[config.mk]
export PLATFORM = sky130hd
export DESIGN_NAME = trapcmp_eval
export DESIGN_NICKNAME = d
export VERILOG_FILES = /design/src/rtl/trapcmp_pkg.sv /design/src/rtl/trapcmp_operand_prep.sv /design/src/rtl/trapcmp_relations.sv /design/src/rtl/trapcmp_decide.sv /design/src/rtl/trapcmp_eval.sv
export SDC_FILE = /design/constraint.sdc
export NUM_CORES = 1
export LEC_CHECK = 0
export ABC_AREA = 1
export BUFFER_PORTS_ARGS = -buffer_cell sky130_fd_sc_hd__buf_2
export CELL_PAD_IN_SITES_DETAIL_PLACEMENT = 1
export CELL_PAD_IN_SITES_GLOBAL_PLACEMENT = 2
export CORE_UTILIZATION = 26
export DETAILED_ROUTE_END_ITERATION = 8
export GPL_ROUTABILITY_DRIVEN = 0
export GPL_TIMING_DRIVEN = 0
export PLACE_DENSITY = 0.92
export SYNTH_ARGS = -nofsm -noshare
export SYNTH_HDL_FRONTEND = slang
export SYNTH_SLANG_ARGS = --single-unit
[constraint.sdc]
create_clock -name vclk -period 5.7
set_clock_uncertainty 0.15 [all_clocks]
set_input_delay 0.855 -clock vclk [all_inputs]
set_output_delay 0.855 -clock vclk [all_outputs]
set_load 0.03 [all_outputs]
[src/rtl/trapcmp_pkg.sv]
`timescale 1ns/1ps
package trapcmp_pkg;
  localparam int REL_COUNT = 5;
  localparam int IDX_UGT = 0;
  localparam int IDX_ULT = 1;
  localparam int IDX_EQ  = 2;
  localparam int IDX_SGT = 3;
  localparam int IDX_SLT = 4;

  // packed MSB first, so ugt lands on bit 0 and slt on bit 4
  typedef struct packed {
    logic slt;
    logic sgt;
    logic eq;
    logic ult;
    logic ugt;
  } rel_flags_t;
endpackage

[src/rtl/trapcmp_operand_prep.sv]
`timescale 1ns/1ps
module trapcmp_operand_prep #(
  parameter int DATA_W = 64,
  parameter int HALF_W = 32
) (
  input  logic [DATA_W-1:0] in_a,
  input  logic [DATA_W-1:0] in_b,
  input  logic              narrow,
  output logic [DATA_W-1:0] sgn_a,
  output logic [DATA_W-1:0] sgn_b,
  output logic [DATA_W-1:0] uns_a,
  output logic [DATA_W-1:0] uns_b
);
  localparam int UP_W = DATA_W - HALF_W;

  function automatic logic [DATA_W-1:0] widen(input logic [DATA_W-1:0] x,
                                               input logic nar,
                                               input logic sext);
    logic fill;
    fill = sext & x[HALF_W-1];
    if (nar) widen = {{UP_W{fill}}, x[HALF_W-1:0]};
    else     widen = x;
  endfunction

  always_comb begin
    sgn_a = widen(in_a, narrow, 1'b1);
    sgn_b = widen(in_b, narrow, 1'b1);
    uns_a = widen(in_a, narrow, 1'b0);
    uns_b = widen(in_b, narrow, 1'b0);
  end

  always_comb begin
    if (narrow) begin
      p_zext_upper_r3: assert (uns_a[DATA_W-1:HALF_W] == '0 && uns_b[DATA_W-1:HALF_W] == '0)
        else $error("R3 zero-extension upper bits not clear");
      p_sext_upper_r2: assert ((sgn_a[DATA_W-1:HALF_W] == {UP_W{in_a[HALF_W-1]}}) &&
                               (sgn_b[DATA_W-1:HALF_W] == {UP_W{in_b[HALF_W-1]}}))
        else $error("R2 sign-extension upper bits wrong");
    end
  end
endmodule

[src/rtl/trapcmp_relations.sv]
`timescale 1ns/1ps
module trapcmp_relations
  import trapcmp_pkg::*;
#(
  parameter int DATA_W = 64
) (
  input  logic [DATA_W-1:0] sgn_a,
  input  logic [DATA_W-1:0] sgn_b,
  input  logic [DATA_W-1:0] uns_a,
  input  logic [DATA_W-1:0] uns_b,
  output rel_flags_t        flags
);
  logic s_less, s_more, u_less, u_more, same;

  always_comb begin
    s_less = $signed(sgn_a) < $signed(sgn_b);
    s_more = $signed(sgn_a) > $signed(sgn_b);
    u_less = uns_a < uns_b;
    u_more = uns_a > uns_b;
    same   = uns_a == uns_b;
    flags  = '{slt: s_less, sgt: s_more, eq: same, ult: u_less, ugt: u_more};
  end

  always_comb begin
    p_unsigned_one_r5: assert ($onehot({flags.ugt, flags.ult, flags.eq}))
      else $error("R5 unsigned relation group not one-hot");
    p_signed_one_r5: assert ($onehot({flags.sgt, flags.slt, flags.eq}))
      else $error("R5 signed relation group not one-hot");
  end
endmodule

[src/rtl/trapcmp_decide.sv]
`timescale 1ns/1ps
module trapcmp_decide
  import trapcmp_pkg::*;
#(
  parameter int CAUSE_W = 5
) (
  input  rel_flags_t           flags,
  input  logic [REL_COUNT-1:0] mask,
  input  logic [CAUSE_W-1:0]   cause,
  output logic                 take
);
  logic cond_hit, forced;

  always_comb begin
    cond_hit = |(flags & mask);
    forced   = |cause;
    take     = cond_hit | forced;
  end

  always_comb begin
    if (cause != '0) begin
      p_forced_takes_r7: assert (take) else $error("R7 forced cause did not trap");
    end
    if (cause == '0 && mask == '0) begin
      p_zero_mask_quiet_r8: assert (!take) else $error("R8 zero mask trapped");
    end
  end
endmodule

[src/rtl/trapcmp_eval.sv]
`timescale 1ns/1ps
module trapcmp_eval
  import trapcmp_pkg::*;
#(
  parameter int DATA_W  = 64,
  parameter int HALF_W  = 32,
  parameter int CAUSE_W = 5
) (
  input  logic [DATA_W-1:0]    opa,
  input  logic [DATA_W-1:0]    opb,
  input  logic                 narrow_mode,
  input  logic [REL_COUNT-1:0] cond_mask,
  input  logic [CAUSE_W-1:0]   force_cause,
  output logic                 take_trap,
  output logic [REL_COUNT-1:0] cmp_flags
);
  logic [DATA_W-1:0] s_a, s_b, u_a, u_b;
  rel_flags_t        rel;

  trapcmp_operand_prep #(.DATA_W(DATA_W), .HALF_W(HALF_W)) u_prep (
    .in_a(opa), .in_b(opb), .narrow(narrow_mode),
    .sgn_a(s_a), .sgn_b(s_b), .uns_a(u_a), .uns_b(u_b)
  );

  trapcmp_relations #(.DATA_W(DATA_W)) u_rel (
    .sgn_a(s_a), .sgn_b(s_b), .uns_a(u_a), .uns_b(u_b), .flags(rel)
  );

  trapcmp_decide #(.CAUSE_W(CAUSE_W)) u_dec (
    .flags(rel), .mask(cond_mask), .cause(force_cause), .take(take_trap)
  );

  assign cmp_flags = rel;

  always_comb begin
    if (cond_mask == '1) begin
      p_full_mask_traps_r8: assert (take_trap) else $error("R8 full mask did not trap");
    end
  end
endmodule

==> flow_metrics.py, run 1 <==
metrics = {
    "worst_setup_path": {
        "crit_type": "input pin to output port",
        "arrival_ns": 3.87,
        "crit_top_cell": "nand2_1",
        "end_kind": "output port",
        "crit_chain": "buf_2, clkbuf_1, inv_2, clkbuf_1, nand2_1, ha_1, nand2_1, nor2_1, nand3_1, nor4_2, nand2_1, nor2_2, inv_2, nand2_1, nor2_1, nor2_1, nand3_1, buf_2",
        "start_kind": "input pin",
        "crit_family": "simple AND/OR/NAND/NOR gates",
        "cp.buffers_inverters": 6,
        "required_ns": 4.70,
        "cp_slowest_cell": "clkbuf_1",
        "max_stage_delay_ns": 0.42,
        "cp_max_fo": 10,
    },
    "min_path": {
        "holdPathStages": 4,
        "hp-class": "input pin to output port",
        "hold-path-endpoint": "take_trap",
        "min_from": "cond_mask[4]",
    },
    "detailed_routing": {
        "viasPerCell": 4.68,
        "dr_total_vias": 4107,
        "drc": 0,
        "drt-total-wl_um": 11600,
        "antenna_left": 0,
        "first_pass_iters": 4,
        "routedWlPerCell_um": 13.2,
        "drt_iter0_markers": 72,
    },
    "yosys": {
        "syn_inst": 564,
        "synth_compound_area_frac": 0.207,
        "synth_top_area_share": 0.366,
        "synth_fa_ha_area_frac": 0.366,
        "synth_seq_area_share": 0,
        "syn-cell-area_um2": 3280,
        "syn_area_per_cell_um2": 5.82,
        "synth-simple-area-share": 0.285,
        "synthMuxAreaShare": 0,
        "synth_top_family_by_area": "adder cells",
        "synth_area_leader_cell": "ha_1",
        "synth_xor_area_frac": 0,
        "yosys_warnings": 0,
        "syn-num-nets": 799,
        "synth_area_leaders": "ha_1 37%, nand2_1 15%, a21oi_1 12%, inv_1 10%, nor2_1 6.5%",
        "synth_cell_type_count": 26,
    },
    "timing": {
        "fmax_ghz": 0.205,
        "period_needed_ns": 4.87,
        "setup_violations": 0,
        "worst_slew_pin_slew_ns": 0.520,
        "rsz0062_at_grt": "false",
        "period_share": 0.855,
        "drv_slew": 0,
        "relSlewSlack": 0.653,
        "fin_setup_tns_ns": 0,
        "timing.final.hold_violations": 0,
    },
    "global_route": {
        "grt_pass1_vias": 4506,
        "antenna_found_initial": 1,
        "grt_start_max_net_pins": 11,
        "grt_pass1_wl_um": 19500,
        "grtUsageTotal": 0.180,
        "grt_overflow_total": 0,
    },
    "power_and_ir_drop": {
        "netSwitchingFraction": 0.576,
        "p_comb_frac": 1.000,
        "switching_power_mw": 0.199,
        "ir_drop_mv": 0.0364,
        "internal-power_mw": 0.147,
        "seqPwrFrac": 0,
        "pwr-share-clk": 0,
        "power_density_nw_per_um2": 81.8,
        "p_leak_nw": 2.55,
    },
    "floorplan": {
        "core_area_um2": 12200,
        "die_w_um": 114,
        "dieHeight_um": 114,
        "rows": 40,
        "io_pins": 145,
        "dieArea_um2": 13100,
        "start_util": 0.270,
    },
    "cells_and_area": {
        "fill_cells": 1709,
        "nets": 946,
        "seqCellArea_um2": 0,
        "drive_above_1_share": 0.241,
        "design.seq.count": 0,
        "clkbuf_count": 0,
        "syn_to_final_growth_pct": 28.6,
        "fin_cells": 878,
    },
    "placement": {
        "numPortBuffers": 145,
        "place_hpwl_um": 10500,
        "dp.cells": 877,
    },
    "job": {
        "max_cap_violations": 0,
    },
    "clocking": {
        "hold_buffers": 0,
        "cts-resized-gates": 0,
        "cts_setup_buffers": 0,
    },
    "outcome": {
        "status": "complete, no violations",
    },
}
==> power by group through the flow <==
stage / clock network (mW) / logic (mW) / registers [mW]
floorplan: 0 / 0.226 / 0
global placement: 0 / 0.331 / 0
detailed placement: 0 / 0.350 / 0
CTS: 0 / 0.352 / 0
global route: 0.0000000235 / 0.400 / 0
finish: 0.0000000235 / 0.345 / 0
==> cell usage after synthesis (5+ instances only) <==
cell and n:
inv_1 89, a21oi_1 77, inv_2 6, nand3_1 9, nand2_1 129, nand4_1 8, ha_1 96, nor2_1 57
buf_1 5, clkbuf_1 14, o21ai_0 41, buf_4 5
==> final cells by class <==
| cell class | instances | area, um2 | area share |
|---|---|---|---|
| buffer | 24 | 109 | 0.0258 |
| timing repair buffer | 145 | 726 | 0.172 |
| inverter | 95 | 357 | 0.0845 |
| tap | 168 | 210 | 0.0498 |
| antenna | 1 | 2.50 | 0.000593 |
| multi-input combinational | 445 | 2820 | 0.667 |
==> logic make-up after synthesis <==
group / count (synthesis)
buffers and inverters: 119
AO/OA/AOI/OAI: 130
adder cells (fa/ha/maj): 96
AND/OR/NAND/NOR: 219
==> metal layers <==
| layer | global-route usage | vias up | part of all wire |
|---|---|---|---|
| met3 | 0.00424 | 10 | 0.027 |
| met4 | 0.0251 | 0 | 0.013 |
| met5 | 0 | - | 0 |
| met1 | 0.214 | 1887 | 0.44 |
| met2 | 0.364 | 76 | 0.52 |
| li1 | - | 2134 | - |
==> cell usage in the layout, fill, tap and decap left out, drive strengths merged <==
master	instances
a21o	2
a21oi	78
buf	155
clkbuf	14
diode	1
ha	96
inv	95
nand2	134
nand3	10
nand4	8
nor2	60
nor3	5
nor4	2
o21a	4
o21ai	42
o21bai	4
==> metrics by stage <==
| step | util | worst slack, ns | instance area, um2 | hold WS [ns] | power [mW] |
|---|---|---|---|---|---|
| after CTS | 0.347 | 0.759 | 4220 | 1.95 | 0.352 |
| after global routing | 0.347 | 0.456 | 4220 | 1.96 | 0.400 |
| after floorplan | - | 1.73 | 3280 | 1.83 | 0.226 |
| after detailed placement | 0.347 | 0.776 | 4220 | 1.95 | 0.350 |
| final | 0.347 | 0.829 | 4220 | 1.94 | 0.345 |
| after global placement | 0.347 | 0.835 | 4220 | 1.95 | 0.331 |
==> worst max path at each step <==
| stage | from | end | cells after the start |
|---|---|---|---|
| floorplan | narrow_mode | take_trap | 14 |
| global placement | narrow_mode | cmp_flags[3] | 16 |
| detailed placement | narrow_mode | take_trap | 18 |
| CTS | narrow_mode | take_trap | 18 |
| global route | narrow_mode | cmp_flags[3] | 18 |
| finish | narrow_mode | take_trap | 18 |
==> tightest hold or removal path, delay by kind of cell <==
family	cells	cell delay [ns]
buf+inv	2	0.27
simple gates	2	0.11
No activity file was read; power rests on OpenSTA's default activity.
==> run 2, diff against run 1 <==
--- a/config.mk
+++ b/config.mk
@@ -14,6 +14,7 @@
 export GPL_ROUTABILITY_DRIVEN = 0
 export GPL_TIMING_DRIVEN = 0
 export PLACE_DENSITY = 0.92
+export REMOVE_ABC_BUFFERS = 1
 export SYNTH_ARGS = -nofsm -noshare
 export SYNTH_HDL_FRONTEND = slang
 export SYNTH_SLANG_ARGS = --single-unit
==> flow_metrics.py, run 2 (synthesized netlist as in run 1, its figures left out) <==
metrics = {
    "timing": {
        "timing.final.hold_violations": 0,
        "worst_slew_pin_slew_ns": 0.704,
        "fmax_ghz": 0.199,
        "drv_slew": 0,
        "relSlewSlack": 0.531,
        "period_needed_ns": 5.03,
        "fin_setup_tns_ns": 0,
        "rsz0062_at_grt": "false",
        "setup_violations": 0,
        "period_share": 0.882,
    },
    "cells_and_area": {
        "layout_common_cells": "144 x buf_2, 128 x nand2_1, 96 x ha_1, 88 x inv_1, 77 x a21oi_1",
        "nets": 922,
        "drive_above_1_share": 0.245,
        "finish.utilization": 0.339,
        "seqCellArea_um2": 0,
        "final_cell_area_um2": 4120,
        "fill_cells": 1675,
        "clkbuf_count": 0,
        "antenna_cells": 0,
        "design.seq.count": 0,
        "layout_commonest_cell": "buf_2",
        "syn_to_final_growth_pct": 25.6,
        "multi_input_area_um2": 2820,
    },
    "job": {
        "max_cap_violations": 0,
    },
    "global_route": {
        "grtUsageTotal": 0.174,
        "grt_use_met3": 0.00847,
        "grt_pass1_wl_um": 18900,
        "busiest_layer": "met2",
        "met1_usage": 0.201,
        "antenna_found_initial": 0,
        "grt_start_max_net_pins": 68,
        "grt_pass1_vias": 4294,
        "use_met2": 0.361,
        "grt_overflow_total": 0,
    },
    "min_path": {
        "holdPathStages": 4,
        "hp-class": "input pin to output port",
        "hold-path-endpoint": "take_trap",
        "min_from": "cond_mask[4]",
    },
    "floorplan": {
        "core_area_um2": 12200,
        "rows": 40,
        "dieArea_um2": 13100,
        "die_w_um": 114,
        "dieHeight_um": 114,
        "io_pins": 145,
        "start_util": 0.270,
    },
    "power_and_ir_drop": {
        "p_leak_nw": 2.49,
        "power_density_nw_per_um2": 80.4,
        "fin_total_pwr_mw": 0.331,
        "ir_drop_mv": 0.0387,
    },
    "worst_setup_path": {
        "cp_slowest_cell": "clkinvlp_4",
        "arrival_ns": 4.02,
        "start_kind": "input pin",
        "end_kind": "output port",
        "crit_type": "input pin to output port",
        "required_ns": 4.70,
        "crit_top_cell": "nand2_1",
        "cp_max_fo": 67,
        "max_stage_delay_ns": 0.55,
        "crit_chain": "clkbuf_4, nand2_1, clkinvlp_4, a21oi_1, ha_1, nand2_2, nor4_2, nand2_1, nor3_4, nand2_1, nand3_1, nand2_2, a21oi_1, buf_2",
    },
    "detailed_routing": {
        "drc": 0,
        "drt-total-wl_um": 11000,
        "drt_iter0_markers": 78,
        "routedWlPerCell_um": 12.9,
        "first_pass_iters": 4,
        "viasPerCell": 4.65,
        "antenna_left": 0,
        "dr_total_vias": 3970,
    },
    "clocking": {
        "cts_setup_buffers": 0,
        "hold_buffers": 0,
        "cts-resized-gates": 0,
    },
    "placement": {
        "place_area_um2": 4110,
        "numPortBuffers": 145,
        "place_hpwl_um": 9600,
    },
    "outcome": {
        "status": "complete, no violations",
    },
}
## run 2: layer usage
| metal | vias up | wire, um |
|---|---|---|
| met3 | 6 | 273 |
| met1 | 1830 | 4870 |
| met2 | 51 | 5810 |
| met4 | 0 | 84 |
| met5 | - | 0 |
| li1 | 2083 | - |
## run 2: report_power, final
| group | leakage [nW] | total [mW] | switching (mW) | internal, mW |
|---|---|---|---|---|
| registers | 0 | 0 | 0 | 0 |
| logic | 2.49 | 0.331 | 0.194 | 0.138 |
| clock network | 0 | 0 | 0 | 0 |
| total | 2.49 | 0.331 | 0.194 | 0.138 |
## run 2: final cells by class
| class | instances | area share |
|---|---|---|
| well taps | 168 | 0.0510 |
| multi-input cells | 445 | 0.684 |
| repair buffers | 145 | 0.177 |
| inverters | 95 | 0.0881 |
## run 2: worst max-delay path: cells and delay by family
family / cells / cell delay (ns)
adder cells (fa/ha/maj): 1 / 0.19
buffers and inverters: 3 / 1.19
AND/OR/NAND/NOR: 8 / 1.32
AO/OA/AOI/OAI: 2 / 0.43
## run 2: worst max path at each step
stage                     start            to  slack (ns)  cells after the start
global placement    narrow_mode  cmp_flags[3]        0.14                     13
detailed placement  narrow_mode  cmp_flags[3]        0.04                     13
floorplan           narrow_mode  cmp_flags[3]        1.45                     11
finish              narrow_mode  cmp_flags[3]        0.67                     14
global route        narrow_mode     take_trap        0.29                     16
CTS                 narrow_mode  cmp_flags[3]        0.02                     13
## run 2: metrics by stage
| stage | instances | setup WS [ns] | hold slack, ns |
|---|---|---|---|
| floorplan | 540 | 1.45 | 1.83 |
| global placement | 853 | 0.137 | 1.95 |
| detailed placement | 853 | 0.0354 | 1.96 |
| CTS | 853 | 0.0227 | 1.96 |
| global route | 853 | 0.291 | 1.99 |
| finish | 853 | 0.671 | 1.94 |
==> run 3, diff against run 2 <==
--- a/config.mk
+++ b/config.mk
@@ -9,11 +9,12 @@
 export BUFFER_PORTS_ARGS = -buffer_cell sky130_fd_sc_hd__buf_2
 export CELL_PAD_IN_SITES_DETAIL_PLACEMENT = 1
 export CELL_PAD_IN_SITES_GLOBAL_PLACEMENT = 2
-export CORE_UTILIZATION = 26
+export CORE_ASPECT_RATIO = 0.9
+export CORE_UTILIZATION = 24
 export DETAILED_ROUTE_END_ITERATION = 8
 export GPL_ROUTABILITY_DRIVEN = 0
 export GPL_TIMING_DRIVEN = 0
-export PLACE_DENSITY = 0.92
+export PLACE_DENSITY = 0.86
 export REMOVE_ABC_BUFFERS = 1
 export SYNTH_ARGS = -nofsm -noshare
 export SYNTH_HDL_FRONTEND = slang
==> constraint.sdc (replaced) <==
create_clock -name vclk -period 4.7
set_clock_uncertainty 0.15 [all_clocks]
set_input_delay 0.705 -clock vclk [all_inputs]
set_output_delay 0.705 -clock vclk [all_outputs]
set_load 0.03 [all_outputs]
==> flow_metrics.py, run 3 (synthesized netlist as in run 1, its figures left out) <==
metrics = {
    "outcome": {
        "status": "complete, but fails checks",
        "violations": "DRC",
    },
    "timing": {
        "period_needed_ns": 4.32,
        "layout_setup_ws_ns": 0.376,
        "relSlewSlack": 0.563,
        "worst_slew_pin_slew_ns": 0.655,
        "hold_slack_ns": 1.69,
        "drv_slew": 0,
        "setup_violations": 0,
        "period_share": 0.920,
        "fin_setup_tns_ns": 0,
        "timing.final.hold_violations": 0,
        "rsz0062_at_grt": "false",
        "fmax_ghz": 0.231,
    },
    "global_route": {
        "grt_pass1_vias": 4304,
        "grtUsageTotal": 0.165,
        "grt_start_max_net_pins": 68,
        "grt_overflow_total": 0,
        "grt_pass1_wl_um": 19500,
        "antenna_found_initial": 0,
    },
    "detailed_routing": {
        "drt-total-wl_um": 11400,
        "drc": 3,
        "antenna_left": 0,
        "drt_iter0_markers": 106,
        "viasPerCell": 4.76,
        "first_pass_iters": 8,
        "dr_total_vias": 4077,
        "routedWlPerCell_um": 13.2,
    },
    "worst_setup_path": {
        "required_ns": 3.85,
        "crit_family": "simple AND/OR/NAND/NOR gates",
        "crit_chain": "buf_6, nand2_1, clkinvlp_4, buf_12, a21oi_1, ha_1, nand2_2, nor4_2, nand2_1, nor3_4, nand2_1, nand2_1, nand2_2, nand2_2, nand2_1, nand3_1, buf_2",
        "cp_max_fo": 67,
        "arrival_ns": 3.47,
        "max_stage_delay_ns": 0.37,
        "cp.buffers_inverters": 4,
        "crit_type": "input pin to output port",
        "crit_top_cell": "nand2_1",
        "start_kind": "input pin",
        "cp.depth": 17,
        "end_kind": "output port",
        "cp_slowest_cell": "buf_6",
    },
    "floorplan": {
        "rows": 40,
        "die_w_um": 125,
        "dieArea_um2": 14100,
        "start_util": 0.246,
        "core_area_um2": 13400,
        "io_pins": 145,
        "dieHeight_um": 113,
    },
    "cells_and_area": {
        "design.seq.count": 0,
        "nets": 926,
        "layout_commonest_cell": "buf_2",
        "layout_common_cells": "144 x buf_2, 128 x nand2_1, 96 x ha_1, 88 x inv_1, 77 x a21oi_1",
        "drive_above_1_share": 0.250,
        "syn_to_final_growth_pct": 27.1,
        "finish.utilization": 0.312,
        "seqCellArea_um2": 0,
        "clkbuf_count": 0,
        "antenna_cells": 0,
    },
    "placement": {
        "dp_slack_ns": -0.764,
        "numPortBuffers": 145,
        "place_hpwl_um": 9720,
    },
    "clocking": {
        "hold_buffers": 0,
    },
    "min_path": {
        "holdPathStages": 4,
        "hp-class": "input pin to output port",
    },
    "power_and_ir_drop": {
        "ir_drop_mv": 0.0240,
        "p_leak_nw": 2.52,
        "power_density_nw_per_um2": 98.2,
        "fin_total_pwr_mw": 0.410,
    },
    "job": {
        "max_cap_violations": 0,
    },
}
## run 3: area by class of cell
class / count / area (um2)
fill: 1826 / 9190
multi-input combinational: 445 / 2820
timing repair buffer: 148 / 767
inverter: 95 / 363
tap: 168 / 210
timing repair inverter: 1 / 7.51
## run 3: tightest hold or removal path, cell delays in order
cell	delay (ns)
buf_2	0.08
nand2_1	0.05
nand3_1	0.10
buf_2	0.20
## run 3: stage by stage
| stage | area [um2] | std cells |
|---|---|---|
| floorplan | 3170 | 540 |
| global placement | 4110 | 853 |
| detailed placement | 4110 | 853 |
| CTS | 4130 | 854 |
| global route | 4170 | 857 |
| finish | 4170 | 857 |
## run 3: worst paths after layout
check / from / to / slack, ns
worst max-delay path: narrow_mode / take_trap / 0.38
worst min-delay path: cond_mask[4] / take_trap / 1.69
## run 3: layer usage
layer  global-route usage  up-vias  wire length [um]
li1                     -     2090                 -
met1                0.203     1911              5130
met2                0.322       62              5820
met3              0.00473       14               223
met4               0.0252        0               172
met5                    0        -                 0
## run 3: what timing repair did
| action | in CTS | in global routing |
|---|---|---|
| endpoints found under the setup margin | 6 | 2 |
| cloned | 1 | 0 |
| gates resized for setup | 6 | 1 |
| buffers inserted | 0 | 3 |
## run 3: power by group
group	internal, mW	leakage, nW	switching (mW)	total [mW]
clock	0	0	0	0
combinational	0.170	2.52	0.240	0.410
sequential	0	0	0	0
total	0.170	2.52	0.240	0.410
